<file path="src/rtl/lifo_stk_pkg.sv">
// Package lifo_stk_pkg
// Holds the shared types of the pointer-managed stack.
// Assumes: requests are decoded into one operation per cycle.
package lifo_stk_pkg;

    // One decoded stack operation per clock cycle
    typedef enum logic [1:0] {
        STK_IDLE = 2'd0,
        STK_PUSH = 2'd1,
        STK_POP  = 2'd2
    } stk_op_e;

endpackage

</file>
<file path="src/rtl/lifo_stk_ctrl.sv">
// Module lifo_stk_ctrl
// Turns raw push/pop requests into one accepted operation.
// Pop has priority over push. A pop into an empty stack and a push into
// a full stack both become idle.
// Assumes: empty and full come from registered pointer state.
module lifo_stk_ctrl
    import lifo_stk_pkg::*;
(
    input  logic    push_req,
    input  logic    pop_req,
    input  logic    empty,
    input  logic    full,
    output stk_op_e op
);

    // Choose the accepted operation for this cycle
    always_comb begin
        if (pop_req && !empty) begin
            op = STK_POP;
        end else if (push_req && !pop_req && !full) begin
            op = STK_PUSH;
        end else begin
            op = STK_IDLE;
        end
    end

endmodule

</file>
<file path="src/rtl/lifo_stk_ptr.sv">
// Module lifo_stk_ptr
// Top-of-stack pointer with an empty flag. The pointer addresses the
// occupied top entry. It is 0 both when the stack is empty and when it
// holds one entry; the empty flag tells these two cases apart.
// Assumes: op is already filtered so that no push reaches a full stack
// and no pop reaches an empty one.
module lifo_stk_ptr
    import lifo_stk_pkg::*;
#(
    parameter  int DEPTH = 16,
    localparam int AW    = (DEPTH > 1) ? $clog2(DEPTH) : 1
) (
    input  logic          clk,
    input  logic          rst_n,
    input  stk_op_e       op,
    output logic [AW-1:0] sp,
    output logic [AW-1:0] wr_addr,
    output logic          empty,
    output logic          full
);

    localparam logic [AW-1:0] LAST = AW'(DEPTH - 1);

    logic [AW-1:0] sp_q;
    logic          empty_q;

    // Move the pointer and the empty flag on each accepted operation
    always_ff @(posedge clk) begin
        if (!rst_n) begin
            sp_q    <= '0;
            empty_q <= 1'b1;
        end else begin
            case (op)
                STK_PUSH: begin
                    if (empty_q) begin
                        empty_q <= 1'b0;
                    end else begin
                        sp_q <= sp_q + AW'(1);
                    end
                end
                STK_POP: begin
                    if (sp_q == '0) begin
                        empty_q <= 1'b1;
                    end else begin
                        sp_q <= sp_q - AW'(1);
                    end
                end
                default: begin
                end
            endcase
        end
    end

    // Write target: the base slot when empty, otherwise one above the top
    assign wr_addr = empty_q ? sp_q : sp_q + AW'(1);
    assign sp      = sp_q;
    assign empty   = empty_q;
    assign full    = !empty_q && (sp_q == LAST);

    // first push into an empty stack stays at address 0
    p_first_push_r2: assert property (@(posedge clk) disable iff (!rst_n)
        (op == STK_PUSH && empty) |=> (sp == '0 && !empty));

    // later pushes advance the pointer by one
    p_push_adv_r3: assert property (@(posedge clk) disable iff (!rst_n)
        (op == STK_PUSH && !empty) |=> (sp == $past(sp) + AW'(1)));

    // a pop above the base steps the pointer back
    p_pop_dec_r4: assert property (@(posedge clk) disable iff (!rst_n)
        (op == STK_POP && sp != '0) |=> (sp == $past(sp) - AW'(1) && !empty));

    // popping the base entry empties the stack
    p_last_pop_r5: assert property (@(posedge clk) disable iff (!rst_n)
        (op == STK_POP && sp == '0) |=> (empty && sp == '0));

    // a full stack does not move on a push
    p_no_overflow_r6: assert property (@(posedge clk) disable iff (!rst_n)
        (full && op != STK_POP) |=> (full && $stable(sp)));

endmodule

</file>
<file path="src/rtl/lifo_stk_mem.sv">
// Module lifo_stk_mem
// Synchronous single-clock memory with one write port and one registered
// read port. The storage array has no reset; only the read register does.
// Assumes: write and read are never enabled in the same cycle.
module lifo_stk_mem #(
    parameter  int DATA_W = 8,
    parameter  int DEPTH  = 16,
    localparam int AW     = (DEPTH > 1) ? $clog2(DEPTH) : 1
) (
    input  logic              clk,
    input  logic              rst_n,
    input  logic              we,
    input  logic [AW-1:0]     waddr,
    input  logic [DATA_W-1:0] wdata,
    input  logic              re,
    input  logic [AW-1:0]     raddr,
    output logic [DATA_W-1:0] rdata
);

    logic [DATA_W-1:0] store [DEPTH];
    logic [DATA_W-1:0] rdata_q;

    // Store the pushed word
    always_ff @(posedge clk) begin
        if (we) begin
            store[waddr] <= wdata;
        end
    end

    // Capture the popped word; hold it when no read is enabled
    always_ff @(posedge clk) begin
        if (!rst_n) begin
            rdata_q <= '0;
        end else if (re) begin
            rdata_q <= store[raddr];
        end
    end

    assign rdata = rdata_q;

    // the read register only changes on an enabled read
    p_hold_rd_r7: assert property (@(posedge clk) disable iff (!rst_n)
        !re |=> $stable(rdata));

endmodule

</file>
<file path="src/rtl/lifo_ram_stack.sv">
// Module lifo_ram_stack
// Top of the pointer-managed stack. It connects the request decoder, the
// top-of-stack pointer and the memory. A push writes at the slot that
// the pointer module computes. A pop reads at the current pointer.
// Assumes: one request at a time is served; pop wins over push.
module lifo_ram_stack
    import lifo_stk_pkg::*;
#(
    parameter  int DATA_W = 8,
    parameter  int DEPTH  = 16,
    localparam int AW     = (DEPTH > 1) ? $clog2(DEPTH) : 1
) (
    input  logic              clk,
    input  logic              rst_n,
    input  logic              push_i,
    input  logic              pop_i,
    input  logic [DATA_W-1:0] wdata_i,
    output logic [DATA_W-1:0] rdata_o,
    output logic [AW-1:0]     sp_o,
    output logic              empty_o,
    output logic              full_o
);

    stk_op_e       op;
    logic [AW-1:0] sp;
    logic [AW-1:0] wr_addr;
    logic          empty;
    logic          full;

    lifo_stk_ctrl u_ctrl (
        .push_req (push_i),
        .pop_req  (pop_i),
        .empty    (empty),
        .full     (full),
        .op       (op)
    );

    lifo_stk_ptr #(.DEPTH(DEPTH)) u_ptr (
        .clk     (clk),
        .rst_n   (rst_n),
        .op      (op),
        .sp      (sp),
        .wr_addr (wr_addr),
        .empty   (empty),
        .full    (full)
    );

    lifo_stk_mem #(.DATA_W(DATA_W), .DEPTH(DEPTH)) u_mem (
        .clk   (clk),
        .rst_n (rst_n),
        .we    (op == STK_PUSH),
        .waddr (wr_addr),
        .wdata (wdata_i),
        .re    (op == STK_POP),
        .raddr (sp),
        .rdata (rdata_o)
    );

    assign sp_o    = sp;
    assign empty_o = empty;
    assign full_o  = full;

    // a pop into an empty stack changes nothing visible
    p_empty_pop_r7: assert property (@(posedge clk) disable iff (!rst_n)
        (pop_i && empty_o) |=> ($stable(rdata_o) && empty_o && sp_o == '0));

    // a combined request behaves as a pop and never advances the pointer
    p_both_pop_r8: assert property (@(posedge clk) disable iff (!rst_n)
        (push_i && pop_i && !empty_o && sp_o != '0) |=> (sp_o == $past(sp_o) - AW'(1)));

    // a push into a full stack leaves the pointer where it was
    p_full_push_r6: assert property (@(posedge clk) disable iff (!rst_n)
        (push_i && !pop_i && full_o) |=> $stable(sp_o));

endmodule

</file>
<file path="config.mk">
export PLATFORM = sky130hd
export DESIGN_NAME = lifo_ram_stack
export DESIGN_NICKNAME = d
export VERILOG_FILES = /design/src/rtl/lifo_stk_pkg.sv /design/src/rtl/lifo_stk_ctrl.sv /design/src/rtl/lifo_stk_ptr.sv /design/src/rtl/lifo_stk_mem.sv /design/src/rtl/lifo_ram_stack.sv
export SDC_FILE = /design/constraint.sdc
export NUM_CORES = 1
export LEC_CHECK = 0
export ABC_CLOCK_PERIOD_IN_PS = 2900
export CAP_MARGIN = 15
export CORE_ASPECT_RATIO = 0.75
export CORE_MARGIN = 1.5
export CORE_UTILIZATION = 60
export CTS_BUF_LIST = sky130_fd_sc_hd__clkbuf_4 sky130_fd_sc_hd__clkbuf_8
export DETAILED_ROUTE_END_ITERATION = 8
export DONT_BUFFER_PORTS = 1
export PLACE_DENSITY = 0.76
export SLEW_MARGIN = 40
export SYNTH_ARGS = -nofsm -noshare
export SYNTH_HDL_FRONTEND = slang
export SYNTH_SLANG_ARGS = --single-unit
export TNS_END_PERCENT = 1
</file>
<file path="constraint.sdc">
create_clock -name clk -period 2.9 [get_ports clk]
set_input_delay 0.145 -clock clk [delete_from_list [all_inputs] [get_ports clk]]
set_output_delay 0.145 -clock clk [all_outputs]
set_load 0.05 [all_outputs]
</file>
==> results.md <==
- Reg clk slew, reported paths: 0.08 ns
- Net Sw Frac: 0.219
- Gate power share: 0.049
- Crit-path max cell delay: 0.60 ns
- Largest family of logic cells by synthesized area: multiplexers
- Met3 wire len: 836 um
- Number of antenna diodes: 0
- DR vias: 3184
- Leak: 2.08 nW
- Most common cell after layout, fill and taps aside: edfxtp_1
- Status: finished clean
- Post-synthesis mux area share: 0.129
- Placer Congestion: 0.922
- PortBufs: 0
- Die area: 10300 sq um
- Chip height: 88.1 um
- Peak VDD IR: 0.415 mV
- Post-synthesis compound-gate area fraction: 0.0823
- Setup_tns: 0 ns
- CTS Root Cell: clkbuf_8
- Required time of the critical path: 3.04 ns
- Most frequent cells in the layout: edfxtp_1 (128), mux2i_1 (43), buf_4 (23)
- Seq pwr share: 0.580
- Post-CTS Setup Bufs: 0
- XOR/XNOR Fraction of Synth Area: 0.00151
- Pwr Total: 0.00390 W
- Crit path time final: 2.28 ns
- CTS tree: built
- CP max FO: 16
- Max-slew headroom: 0.500
- Synth unique cells: 45
- Largest net degree at the start of global routing: 38
- CP max stage cell: dfxtp_2
- DRT iter0 DRCs: 358
- Avg Cell Area, Syn: 17.1 sq um
- Syn nets: 352
- Placed insts: 473
- Final ANT Viol Nets: 0
- H-tree depth: 4
- Worst Max-Slew Pin Slew: 0.748 ns
- Kind of cell adding the most delay to the critical path: flip-flops
- Dpl hpwl: 7.69 mm
- Final WL: 12.2 mm
- CTS buffer count: 17
- Slew Limit Fails: 0
- Layout cell share with drive strength beyond 1: 0.198
- Pint: 0.00304 W
- Clock power frac: 0.370
- Core Area: 9200 sq um
- Worst clock skew: 0.00911 ns
- Drc violations: 0
- DR vias/cell: 6.17
- Synthesized area: 5790 sq um
- GRT Total Usage: 0.264
- RSZ-0062 raised after global routing: no
- Critical path cell sequence: ha_1 -> nor2b_1 -> and3_1 -> o21ai_1 -> a21oi_1 -> buf_4
- Main synth FF type: edfxtp_1
- Buf/Inv on CP: 1
- Remaining Overflow, GRT: 0
- EDFF count, synth: 128
- Hold WS: 0.0524 ns
- FF-to-FF setup slack: 0.62 ns
- Initial core utilization: 0.630
- Asr flop ratio synth: 0
- Layout fillers: 605
- Area delta synth->final: 12.3%
- Io pins: 26
- DR pass1 iterations: 5
- Metal-1 WL: 5.07 mm
- Routed wl met2: 6.02 mm
- Max_cap viols: 0
- Adder-cell area share of the yosys netlist: 0.00432
- Final period util: 0.788
- Vias in the first global route: 3241
- Fin nets: 389
- Die width: 116 um
- WL per Instance: 23.6 um
- Hold Vio Cnt, Final: 0
- # clock sinks: 141
- Floorplan row count: 30
- Worst r2r src: u_ptr.sp[1]
- Crit end category: flip-flop
- CP Launch Type: flip-flop
- First-pass GRT wire length: 18.4 mm
- Clock latency on the worst-skew pair: 0.44 ns
- Initial antenna violation count: 1
- Critical Path Start: u_ptr.sp[1]
- Type of the most critical hold path: input port to flip-flop
- Syn Inst Count: 338
- Critical Path AT: 2.43 ns
- Net Switching: 0.000855 W
- Post-Synth Simple-Gate Area: 0.0490
- Critical path class: flip-flop to flip-flop
- Synth Register Bits: 141
- YS warnings: 0
- Clk buf depth: 2
- DR top layer: met5
- Hold_sp: pop_i
- Max Fclk: 0.438 GHz
- Fin cells: 516
- Pwr per Cell Area: 599 nW/um^2
- Sequential area share after synthesis: 0.709
- Final setup fails: 0
## per-layer routing
metal  global-route usage  vias to the layer above
met3               0.0595                       32
met4                0.109                        2
met5                    0                        -
met1                0.344                     1582
li1                     -                     1438
met2                0.437                      130
## cell families after synthesis
logic type,Yosys count
flops,141
compound gates,67
mux,57
simple gates,46
buf+inv,24
fa+ha+maj,2
xor+xnor,1
## through the flow
| step | util | setup WS [ns] | instance area [sq um] |
|---|---|---|---|
| after floorplan | - | 0.369 | 5790 |
| after global placement | 0.656 | 0.709 | 6030 |
| after detailed placement | 0.656 | 0.638 | 6030 |
| after CTS | 0.707 | 0.613 | 6500 |
| after global routing | 0.707 | 0.407 | 6500 |
| final | 0.707 | 0.615 | 6500 |
## cells in the mapped netlist (5+ instances only)
cell type	count	area share
edfxtp_1	128	0.66
mux2i_1	43	0.074
a22oi_1	18	0.023
a21oi_1	15	0.013
mux4_2	14	0.054
dfxtp_1	13	0.045
nor2_1	9	0.0058
nor2b_1	9	0.0097
nand2_1	8	0.0052
o21ai_0	8	0.0069
a32oi_1	7	0.011
buf_2	7	0.0060
buf_4	7	0.0091
inv_1	6	0.0039
nand2b_1	5	0.0054
## layout make-up
class	instances	area, sq um	share of cell area
Multi-Input combinational cell	173	1540	0.237
Clock inverter	15	130	0.0200
Clock buffer	17	234	0.0360
Tap cell	128	160	0.0246
Timing Repair Buffer	35	303	0.0466
Inverter	7	26.3	0.00404
Sequential cell	141	4110	0.632
## timing repair
item | 4_1_cts | 5_1_grt
gates resized for setup | 0 | 0
hold buffers | 11 | 0
endpoints found under the hold margin | 133 | 0
## state kept, by name, indices dropped and copies added (netlist names)
name / flops
u_mem.store: 128
u_mem.rdata: 8
u_ptr.sp: 4
u_ptr.empty: 1
## tightest hold or removal path, cell delays in order
cell,delay (ns)
nor2b_1,0.06
nand2b_4,0.07
a221o_1,0.13
a21oi_1,0.05
## power groups by stage
stage               Clock (W)  Combinational (W)  Sequential (W)
CTS                   0.00146           0.000190         0.00226
floorplan                   0           0.000109         0.00231
finish                0.00144           0.000192         0.00226
detailed placement          0           0.000146         0.00231
global route          0.00153           0.000204         0.00226
global placement            0           0.000143         0.00231
## worst paths after layout
| path | to | depth (start not counted) |
|---|---|---|
| max | u_mem.store[1][7] | 6 |
| min | u_ptr.sp[2] | 4 |
| max reg2reg | u_mem.store[1][7] | 6 |
| min reg2reg | u_mem.rdata[6] | 3 |
(Power assumes the default switching activity.)
